`src/rtl/segxl_pkg.sv`:
```
package segxl_pkg;
  localparam int LIN_W   = 32;
  localparam int LIMIT_W = 20;
  localparam int ATTR_W  = 12;
  localparam int RPL_W   = 2;
  localparam int TI_BIT  = 2;

  typedef enum logic [2:0] {
    ST_IDLE, ST_REQ_LO, ST_WAIT_LO, ST_REQ_HI, ST_WAIT_HI
  } fetchStateT;

  typedef struct packed {
    logic captureLoad;
    logic issueRead;
    logic readHi;
    logic takeLo;
    logic commitDesc;
  } ctrlStrobeT;

  typedef struct packed {
    logic               valid;
    logic [LIN_W-1:0]   base;
    logic [LIMIT_W-1:0] limit;
    logic [ATTR_W-1:0]  attr;
    logic [RPL_W-1:0]   rpl;
  } segCacheT;
endpackage

```
`src/rtl/segxl_ctrl.sv`:
```
module segxl_ctrl
  import segxl_pkg::*;
#(
  parameter int NUM_SEG = 6,
  parameter int REG_W   = 3
) (
  input  logic             clk,
  input  logic             rstN,
  input  logic             loadValid,
  input  logic [REG_W-1:0] loadReg,
  input  logic             memRdValid,
  output ctrlStrobeT       strobe,
  output logic             busy,
  output logic             loadReady
);
  fetchStateT stateQ, stateD;
  logic loadLegal;

  assign loadLegal = int'(loadReg) < NUM_SEG;
  assign busy      = (stateQ != ST_IDLE);
  assign loadReady = !busy;

  always_comb begin
    stateD = stateQ;
    strobe = '0;
    unique case (stateQ)
      ST_IDLE: if (loadValid && loadLegal) begin
        strobe.captureLoad = 1'b1;
        stateD = ST_REQ_LO;
      end
      ST_REQ_LO: begin
        strobe.issueRead = 1'b1;
        stateD = ST_WAIT_LO;
      end
      ST_WAIT_LO: if (memRdValid) begin
        strobe.takeLo = 1'b1;
        stateD = ST_REQ_HI;
      end
      ST_REQ_HI: begin
        strobe.issueRead = 1'b1;
        strobe.readHi    = 1'b1;
        stateD = ST_WAIT_HI;
      end
      ST_WAIT_HI: if (memRdValid) begin
        strobe.commitDesc = 1'b1;
        stateD = ST_IDLE;
      end
      default: stateD = ST_IDLE;
    endcase
  end

  always_ff @(posedge clk or negedge rstN) begin
    if (!rstN) stateQ <= ST_IDLE;
    else       stateQ <= stateD;
  end

  assert_rd_pulse_R3: assert property (@(posedge clk) disable iff (!rstN)
    strobe.issueRead |=> !strobe.issueRead);

  assert_lo_then_hi_R3: assert property (@(posedge clk) disable iff (!rstN)
    strobe.takeLo |=> (strobe.issueRead && strobe.readHi));

  assert_load_busy_R9: assert property (@(posedge clk) disable iff (!rstN)
    (loadValid && loadReady && loadLegal) |=> !loadReady);
endmodule

```
`src/rtl/segxl_dp.sv`:
```
module segxl_dp
  import segxl_pkg::*;
#(
  parameter int NUM_SEG = 6,
  parameter int SEL_W   = 16,
  parameter int REG_W   = 3
) (
  input  logic              clk,
  input  logic              rstN,
  input  ctrlStrobeT        strobe,
  input  logic              busy,
  input  logic              cfgWrEn,
  input  logic              cfgSel,
  input  logic [LIN_W-1:0]  cfgData,
  input  logic [REG_W-1:0]  loadReg,
  input  logic [SEL_W-1:0]  loadSel,
  input  logic [LIN_W-1:0]  memRdData,
  output logic [LIN_W-1:0]  memRdAddr,
  input  logic              xlatValid,
  input  logic [REG_W-1:0]  xlatReg,
  input  logic [LIN_W-1:0]  xlatOffset,
  output logic              xlatReady,
  output logic              outValid,
  output logic [LIN_W-1:0]  outLinear,
  output logic              outFault,
  output logic [RPL_W-1:0]  outRpl,
  output logic [ATTR_W-1:0] outAttr
);
  localparam int IDX_W = SEL_W - 3;

  logic [LIN_W-1:0] gdtBase, ldtBase, descAddr, loWord, tableBase, idxOffset;
  logic [REG_W-1:0] pendReg;
  logic [RPL_W-1:0] pendRpl;
  segCacheT         cacheQ [NUM_SEG];
  segCacheT         newEnt, selEnt;
  logic             xlatAccept, overLimit, faultD;

  // table bases
  always_ff @(posedge clk or negedge rstN) begin
    if (!rstN) begin
      gdtBase <= '0;
      ldtBase <= '0;
    end else if (cfgWrEn) begin
      if (cfgSel) ldtBase <= cfgData;
      else        gdtBase <= cfgData;
    end
  end

  // selector decode and fetch address
  assign tableBase = loadSel[TI_BIT] ? ldtBase : gdtBase;
  assign idxOffset = LIN_W'({loadSel[SEL_W-1:3], 3'b000});
  assign memRdAddr = descAddr + (strobe.readHi ? LIN_W'(4) : LIN_W'(0));

  always_ff @(posedge clk or negedge rstN) begin
    if (!rstN) begin
      descAddr <= '0;
      pendReg  <= '0;
      pendRpl  <= '0;
      loWord   <= '0;
    end else begin
      if (strobe.captureLoad) begin
        descAddr <= tableBase + idxOffset;
        pendReg  <= loadReg;
        pendRpl  <= loadSel[RPL_W-1:0];
      end
      if (strobe.takeLo) loWord <= memRdData;
    end
  end

  // descriptor unpack
  always_comb begin
    newEnt.valid = 1'b1;
    newEnt.base  = {memRdData[31:24], memRdData[7:0], loWord[31:16]};
    newEnt.limit = {memRdData[19:16], loWord[15:0]};
    newEnt.attr  = {memRdData[23:20], memRdData[15:8]};
    newEnt.rpl   = pendRpl;
  end

  // hidden descriptor cache, one entry per segment register
  for (genvar g = 0; g < NUM_SEG; g++) begin : g_ent
    always_ff @(posedge clk or negedge rstN) begin
      if (!rstN)
        cacheQ[g] <= '0;
      else if (strobe.commitDesc && pendReg == REG_W'(g))
        cacheQ[g] <= newEnt;
    end
  end

  // translation
  assign xlatReady  = !(busy && xlatReg == pendReg);
  assign xlatAccept = xlatValid && xlatReady;

  always_comb begin
    selEnt = '0;
    for (int i = 0; i < NUM_SEG; i++)
      if (xlatReg == REG_W'(i)) selEnt = cacheQ[i];
  end

  assign overLimit = {{(LIN_W-LIMIT_W){1'b0}}, selEnt.limit} < xlatOffset;
  assign faultD    = !selEnt.valid || overLimit;

  always_ff @(posedge clk or negedge rstN) begin
    if (!rstN) begin
      outValid  <= 1'b0;
      outLinear <= '0;
      outFault  <= 1'b0;
      outRpl    <= '0;
      outAttr   <= '0;
    end else begin
      outValid <= xlatAccept;
      if (xlatAccept) begin
        outFault  <= faultD;
        outLinear <= faultD ? '0 : selEnt.base + xlatOffset;
        outRpl    <= selEnt.rpl;
        outAttr   <= selEnt.attr;
      end
    end
  end

  assert_commit_valid_R4: assert property (@(posedge clk) disable iff (!rstN)
    strobe.commitDesc |=> cacheQ[pendReg].valid);

  assert_accept_out_R5: assert property (@(posedge clk) disable iff (!rstN)
    xlatAccept |=> outValid);

  assert_base_hold_R11: assert property (@(posedge clk) disable iff (!rstN)
    !cfgWrEn |=> ($stable(gdtBase) && $stable(ldtBase)));

  assert_addr_hold_R11: assert property (@(posedge clk) disable iff (!rstN)
    (busy && !strobe.commitDesc) |=> $stable(descAddr));
endmodule

```
`src/rtl/segxl_unit.sv`:
```
module segxl_unit
  import segxl_pkg::*;
#(
  parameter int NUM_SEG = 6,
  parameter int SEL_W   = 16,
  localparam int REG_W  = $clog2(NUM_SEG)
) (
  input  logic              clk,
  input  logic              rstN,
  input  logic              cfgWrEn,
  input  logic              cfgSel,
  input  logic [LIN_W-1:0]  cfgData,
  input  logic              loadValid,
  input  logic [REG_W-1:0]  loadReg,
  input  logic [SEL_W-1:0]  loadSel,
  output logic              loadReady,
  output logic              memRdEn,
  output logic [LIN_W-1:0]  memRdAddr,
  input  logic              memRdValid,
  input  logic [LIN_W-1:0]  memRdData,
  input  logic              xlatValid,
  input  logic [REG_W-1:0]  xlatReg,
  input  logic [LIN_W-1:0]  xlatOffset,
  output logic              xlatReady,
  output logic              outValid,
  output logic [LIN_W-1:0]  outLinear,
  output logic              outFault,
  output logic [RPL_W-1:0]  outRpl,
  output logic [ATTR_W-1:0] outAttr
);
  ctrlStrobeT strobe;
  logic       busy;

  assign memRdEn = strobe.issueRead;

  segxl_ctrl #(.NUM_SEG(NUM_SEG), .REG_W(REG_W)) u_ctrl (
    .clk(clk), .rstN(rstN), .loadValid(loadValid), .loadReg(loadReg),
    .memRdValid(memRdValid), .strobe(strobe), .busy(busy),
    .loadReady(loadReady)
  );

  segxl_dp #(.NUM_SEG(NUM_SEG), .SEL_W(SEL_W), .REG_W(REG_W)) u_dp (
    .clk(clk), .rstN(rstN), .strobe(strobe), .busy(busy),
    .cfgWrEn(cfgWrEn), .cfgSel(cfgSel), .cfgData(cfgData),
    .loadReg(loadReg), .loadSel(loadSel), .memRdData(memRdData),
    .memRdAddr(memRdAddr), .xlatValid(xlatValid), .xlatReg(xlatReg),
    .xlatOffset(xlatOffset), .xlatReady(xlatReady), .outValid(outValid),
    .outLinear(outLinear), .outFault(outFault), .outRpl(outRpl),
    .outAttr(outAttr)
  );
endmodule

```
`config.mk`:
```
export PLATFORM = sky130hd
export DESIGN_NAME = segxl_unit
export DESIGN_NICKNAME = d
export VERILOG_FILES = /design/src/rtl/segxl_pkg.sv /design/src/rtl/segxl_ctrl.sv /design/src/rtl/segxl_dp.sv /design/src/rtl/segxl_unit.sv
export SDC_FILE = /design/constraint.sdc
export NUM_CORES = 1
export LEC_CHECK = 0
export ABC_AREA = 1
export BUFFER_PORTS_ARGS = -buffer_cell sky130_fd_sc_hd__buf_2
export CAP_MARGIN = 10
export CELL_PAD_IN_SITES_DETAIL_PLACEMENT = 0
export CELL_PAD_IN_SITES_GLOBAL_PLACEMENT = 1
export CORE_MARGIN = 1.5
export CORE_UTILIZATION = 45
export DETAILED_ROUTE_END_ITERATION = 16
export PLACE_DENSITY_LB_ADDON = 0.25
export SLEW_MARGIN = 20
export SYNTH_ARGS = -nofsm -noshare
export SYNTH_HDL_FRONTEND = slang
export SYNTH_SLANG_ARGS = --single-unit
```
`constraint.sdc`:
```
create_clock -name clk -period 6.1 [get_ports clk]
set_input_delay 1.22 -clock clk [delete_from_list [all_inputs] [get_ports clk]]
set_output_delay 1.22 -clock clk [all_outputs]
set_load 0.03 [all_outputs]
```
# --- Word-level counts from Yosys, hierarchy flattened ---
# Cells that the tools add are included.
totals:
  word_cells: 107
  reg_bits: 586
  out_inout_bits: 83
  in_bits: 125
op_classes:
  n_reduce_logical: 21
  n_bitwise: 1
  mux: 20
  addsub: 3
  magnitude_cmp: 2
  eq_ne: 18
op_table:
  columns: ["operator", "count"]
  rows:
  - ["67-bit two-way mux", 6]
  - ["32-bit adder", 2]
  - ["32-bit two-way mux", 2]
  - ["32-bit by 16-bit adder with 32-bit output", 1]
  - ["20-bit by 32-bit less-than comparator with 1-bit output", 1]
  - ["3-bit by 2-bit == test with 1-bit output (second input constant)", 6]
  - ["3-bit == test (second input constant)", 5]
  - ["3-bit one-hot mux with 5 select lines", 1]
  - ["3-bit two-way mux", 4]
  - ["3-bit by 1-bit == test with 1-bit output (second input constant)", 3]
  - ["1-bit logical AND", 9]
  - ["3-bit zero test", 3]
  - ["1-bit two-way mux", 7]
  - ["2-bit != test (second input constant)", 2]
  - ["2-bit AND reduction", 2]
  - ["3-bit == test", 1]
  - ["1-bit zero test", 3]
  - ["3-bit less-than comparator (second input constant)", 1]
  - ["3-bit AND reduction", 1]
  - ["3-bit nonzero test", 1]
  - ["2-bit by 1-bit != test with 1-bit output (second input constant)", 1]
  - ["2-bit OR reduction", 1]
  - ["1-bit logical OR", 1]
  - ["1-bit inverter", 1]

# --- Logic depth before layout (Yosys ltp) ---
depth:
  ltp_word: 10
  depth_mapped: 24
  mapped_depth_nobuf: 21

# --- Cells and area by module ---
# Synthesis repeated with hierarchy kept, for this count alone.
hier_totals:
  hier_cells: 3204
  hier_area_um2: 27546.4
by_module_without_submodules:
  columns: ["mod", "seq_area_each_um2", "area_each_um2", "cells_per_inst", "n_inst"]
  rows:
  - ["segxl_dp", 14589.0, 27367.5, 3175, 1]
  - ["segxl_ctrl", 75.1, 178.9, 29, 1]

# --- Worst setup path after synthesis ---
# OpenSTA, ideal clock, no wires.
synth_path:
  path_kind: "input port to flip-flop"
  from: "in loadSel[2]"
  to: "reg u_dp.descAddr[29]"
  stages: 17
  arrival_ns: 4.128
  required_ns: 5.970
  path_buffers: 3
  setup_time_ns: 0.130
  path_slack_ns: 1.842
  cell_sequence: "buf_2 -> buf_2 -> buf_1 -> mux2_2 -> ha_1 -> inv_1 -> fa_1 -> nand3b_1 -> nand2_1 -> a21oi_1 -> o21ai_1 -> a21boi_1 -> o21bai_1 -> nand2_1 -> nor2_1 -> xor2_1 -> o21ai_1"
synth_via:
  elab_chain_cells: 2
synth_rtl:
  columns: ["element", "line", "source"]
  rows:
  - ["from (decl)", "segxl_unit.sv:15", "input logic [SEL_W-1:0] loadSel,"]
  - ["32-bit two-way mux", "segxl_dp.sv:50", "assign tableBase = loadSel[TI_BIT] ? ldtBase : gdtBase;"]
  - ["32-bit by 16-bit adder with 32-bit output", "segxl_dp.sv:62", "descAddr <= tableBase + idxOffset;"]
  - ["to (signal assigned)", "segxl_dp.sv:62", null]
  - ["to (decl)", "segxl_dp.sv:31", "logic [LIN_W-1:0] gdtBase, ldtBase, descAddr, loWord, tableBase, idxOffset;"]
# Every way passes these cells.
# A chain may end at the register's enable or synchronous reset.

# --- Worst setup path in the final report ---
layout_path:
  from: "reg u_ctrl.stateQ[1]"
  to: "out memRdAddr[30]"
layout_via:
  elab_chain_cells: 4
layout_rtl:
  columns: ["element", "line", "source"]
  rows:
  - ["from (decl)", "segxl_ctrl.sv:16", "fetchStateT stateQ, stateD;"]
  - ["from (signal assigned)", "segxl_ctrl.sv:54", "else stateQ <= stateD;"]
  - ["3-bit by 2-bit == test with 1-bit output", "segxl_ctrl.sv:26", "unique case (stateQ)"]
  - ["1-bit two-way mux", "segxl_ctrl.sv:26", null]
  - ["3-bit two-way mux", "segxl_dp.sv:52", "assign memRdAddr = descAddr + (strobe.readHi ? LIN_W'(4) : LIN_W'(0));"]
  - ["32-bit adder", "segxl_dp.sv:52", null]
  - ["to (decl)", "segxl_unit.sv:18", "output logic [LIN_W-1:0] memRdAddr,"]
# Every way passes these cells.

==> results.sh <==
export IMPL_post_cts_resized=0
export IMPL_gp_congestion=0.900
export IMPL_period_needed_ps=5260
export IMPL_die_w_microns=250
export IMPL_tightestPinTransition_ps=1120
export IMPL_initial_utilization_pct=45.5
export IMPL_setup_tns_ps=0
export IMPL_end_kind="output port"
export IMPL_drive_gt1_share_pct=12.2
export IMPL_synth_cell_types=51
export IMPL_wl_microns=79700
export IMPL_dr_pass1_iters=6
export IMPL_antenna_found_initial=3
export IMPL_ios=208
export IMPL_combinationalPowerShare_pct=24.0
export IMPL_num_antenna_cells=0
export IMPL_finish_utilization_pct=52.5
export IMPL_wl_met3_microns=4390
export IMPL_grt_overflow_total=0
export IMPL_vias=22700
export IMPL_critPathKind="reg -> out"
export IMPL_cts_setup_buffers=0
export IMPL_drt_iter0_markers=2030
export IMPL_ys_flop_type="dfrtp_1"
export IMPL_post_route_period_util_pct=86.2
export IMPL_syn_num_nets=3345
export IMPL_grt_usage_pct=25.8
export IMPL_clk_pin_slew_worst_paths_ps=60
export IMPL_die_area_sq_um=62400
export IMPL_place_ws_ps=847
export IMPL_rsz0062_at_grt="false"
export IMPL_hp_class="reg -> reg"
export IMPL_drc=0
export IMPL_clock_path_buffers=3
export IMPL_clock_latency_ps=610
export IMPL_max_freq_ghz=0.190
export IMPL_io_buffers=207
export IMPL_placed_area_sq_um=29300
export IMPL_synth_edf_count=0
export IMPL_drt_vias_per_instance=5.49
export IMPL_htreeDepth=3
export IMPL_worst_ep_arrival_time_ps=4040
export IMPL_final_cell_area_sq_um=31600
export IMPL_swShare_pct=34.1
export IMPL_cts_sinks=586
export IMPL_status="complete, no violations"
export IMPL_dr_max_layer_used="met5"
export IMPL_yosys_warnings=0
export IMPL_cts_buffers=68
export IMPL_crit_path_start_kind="flip-flop"
export IMPL_synth_cells=3153
export IMPL_power_leakage_nw=15.3
export IMPL_hold_viol=0
export IMPL_p_sw_mw=4.48
export IMPL_num_rows=90
export IMPL_cp_max_fo=5
export IMPL_synth_seq_area_share_pct=53.5
export IMPL_fill_cells=5583
export IMPL_final_cells=4130
export IMPL_worstPathRequired_ps=4880
export IMPL_drv_cap=0
export IMPL_core_area_sq_um=60200
export IMPL_nets=3488
export IMPL_die_h_microns=250
export IMPL_p_clk_share_pct=31.9
export IMPL_slew_headroom_pct=24.8
export IMPL_finalSetupViolations=0
export IMPL_avgSynthCellArea_sq_um=8.69
export IMPL_postSynth_asyncResetShare_pct=100
export IMPL_syn_area_sq_um=27400
export IMPL_power_mw=13.2
export IMPL_m1WireLength_microns=36300
export IMPL_grt_max_degree=182
export IMPL_grt_pass1_vias=22600
export IMPL_dpl_hpwl_microns=52200
export IMPL_sequentialPowerShare_pct=44.1
export IMPL_hold_ws_ps=454
export IMPL_peakVddDrop_mv=0.228
export IMPL_fin_skew_ps=28.7
export IMPL_synth_seq_cells=586
export IMPL_area_growth_pct=15.3
export IMPL_grt_pass1_wl_microns=127000
export IMPL_cts_tree="yes"
export IMPL_layout_setup_ws_ps=842
export IMPL_wl_met2_microns=36800
export IMPL_placedCellCount=4008
export IMPL_wl_per_cell_microns=19.3
export IMPL_maxSlewViolCount=0
export IMPL_antenna_left=0
export IMPL_p_int_mw=8.68
export IMPL_cts_root_buf="clkbuf_16"
export IMPL_ctsHoldBuffers=0
export IMPL_p_per_area_nw_per_um2=416
==> cells in the mapped netlist (6+ instances only) <==
cell	instances	share of area, %
nand2_1	858	12
dfrtp_1	586	53
o21ai_0	571	10
inv_1	228	3.1
clkbuf_1	156	2.1
a21oi_1	120	2.2
nor2_1	96	1.3
ha_1	65	3.0
nand3_1	61	1.1
nand4_1	55	1.3
xor2_1	43	1.4
a22oi_1	38	1.0
xnor2_1	34	1.1
a31oi_1	31	0.71
o21ai_1	27	0.49
a32oi_1	26	0.83
a32o_1	23	0.84
nor3_1	17	0.31
mux2_2	13	0.53
buf_1	8	0.11
buf_2	8	0.15
mux2i_1	8	0.29
a21o_1	7	0.19
inv_2	6	0.082
o21bai_1	6	0.16
==> sequential cells by signal, summed over array words and instances, names as in the netlist <==
| name | count |
|---|---|
| u_ctrl.stateQ | 3 |
| u_dp.cacheQ | 402 |
| u_dp.descAddr | 32 |
| u_dp.gdtBase | 32 |
| u_dp.ldtBase | 32 |
| u_dp.loWord | 32 |
| u_dp.outAttr | 12 |
| u_dp.outFault | 1 |
| u_dp.outLinear | 32 |
| u_dp.outRpl | 2 |
| u_dp.outValid | 1 |
| u_dp.pendReg | 3 |
| u_dp.pendRpl | 2 |
==> layout make-up <==
class / instances / area, sq um / area share, %
Multi-Input combinational cell: 2158 / 11300 / 35.8
Inverter: 234 / 878 / 2.78
Tap cell: 782 / 978 / 3.10
Timing Repair Buffer: 248 / 1470 / 4.64
Sequential cell: 586 / 14700 / 46.4
Clock inverter: 16 / 235 / 0.744
Clock buffer: 106 / 2070 / 6.55
==> final timing paths <==
check / start / to / slack [ps] / depth (start not counted)
worst max-delay path: u_ctrl.stateQ[1] / memRdAddr[30] / 840 / 17
worst min-delay path: u_dp.cacheQ[401] / u_dp.cacheQ[401] / 450 / 2
worst max register to register: u_ctrl.stateQ[1] / u_dp.cacheQ[316] / 2820 / 7
worst min register to register: u_dp.cacheQ[401] / u_dp.cacheQ[401] / 450 / 2
max in group asynchronous: rstN / u_dp.cacheQ[7] / 4090 / 2
min in group asynchronous: rstN / u_dp.cacheQ[326] / 580 / 1
==> layout by cell type, fill, tap and decap left out, types with 8 or more instances in the layout <==
cell type	n
clkbuf_8	14
clkinv_2	8
buf_4	32
buf_12	9
o21ai_1	27
dfrtp_1	586
a21oi_1	120
nand2_1	853
o21ai_0	571
inv_1	227
a22oi_1	38
a32o_1	23
xnor2_1	34
clkbuf_16	72
buf_2	206
nor2_1	95
xor2_1	43
nand4_1	55
nand3_1	56
mux2_2	13
nor3_1	15
clkbuf_1	20
a31oi_1	31
a32oi_1	26
ha_1	65
mux2i_1	8
==> power groups by stage <==
stage               Combinational, mW  Sequential (mW)  Clock, mW
floorplan                        2.19             5.66          0
global placement                 3.09             5.79          0
detailed placement               3.17             5.83          0
CTS                              3.19             5.78       4.27
global route                     3.62             5.92       4.42
finish                           3.16             5.80       4.20
==> critical path: stages (launching register included) <==
cell and delay, ps:
dfrtp_1 410, inv_1 110, nor3_1 500, ha_1 280, ha_1 210, nand2_2 80
nor2_4 110, nand3_2 100, nor2_2 150, nand3_2 120, nor3_4 230, nand3_2 140
nor3_4 230, nand3_2 150, nor2_4 130, nand3b_1 110, xnor2_1 150, buf_2 220
==> routing by layer <==
metal,vias to the layer above,GRT usage [%]
met3,141,4.67
met4,4,7.86
met5,-,0
met1,11100,35.7
li1,10800,-
met2,622,41.2
==> cell families after synthesis <==
logic type	after synthesis	synth area share (%)
buffers and inverters	409	5.68
AO/OA/AOI/OAI	871	17.5
flip-flops	586	53.5
AND/OR/NAND/NOR	1122	16.9
adder cells (fa/ha/maj)	67	3.11
XOR/XNOR	77	2.46
multiplexers	21	0.826
Note: power is estimated with default switching activity, not from simulation.
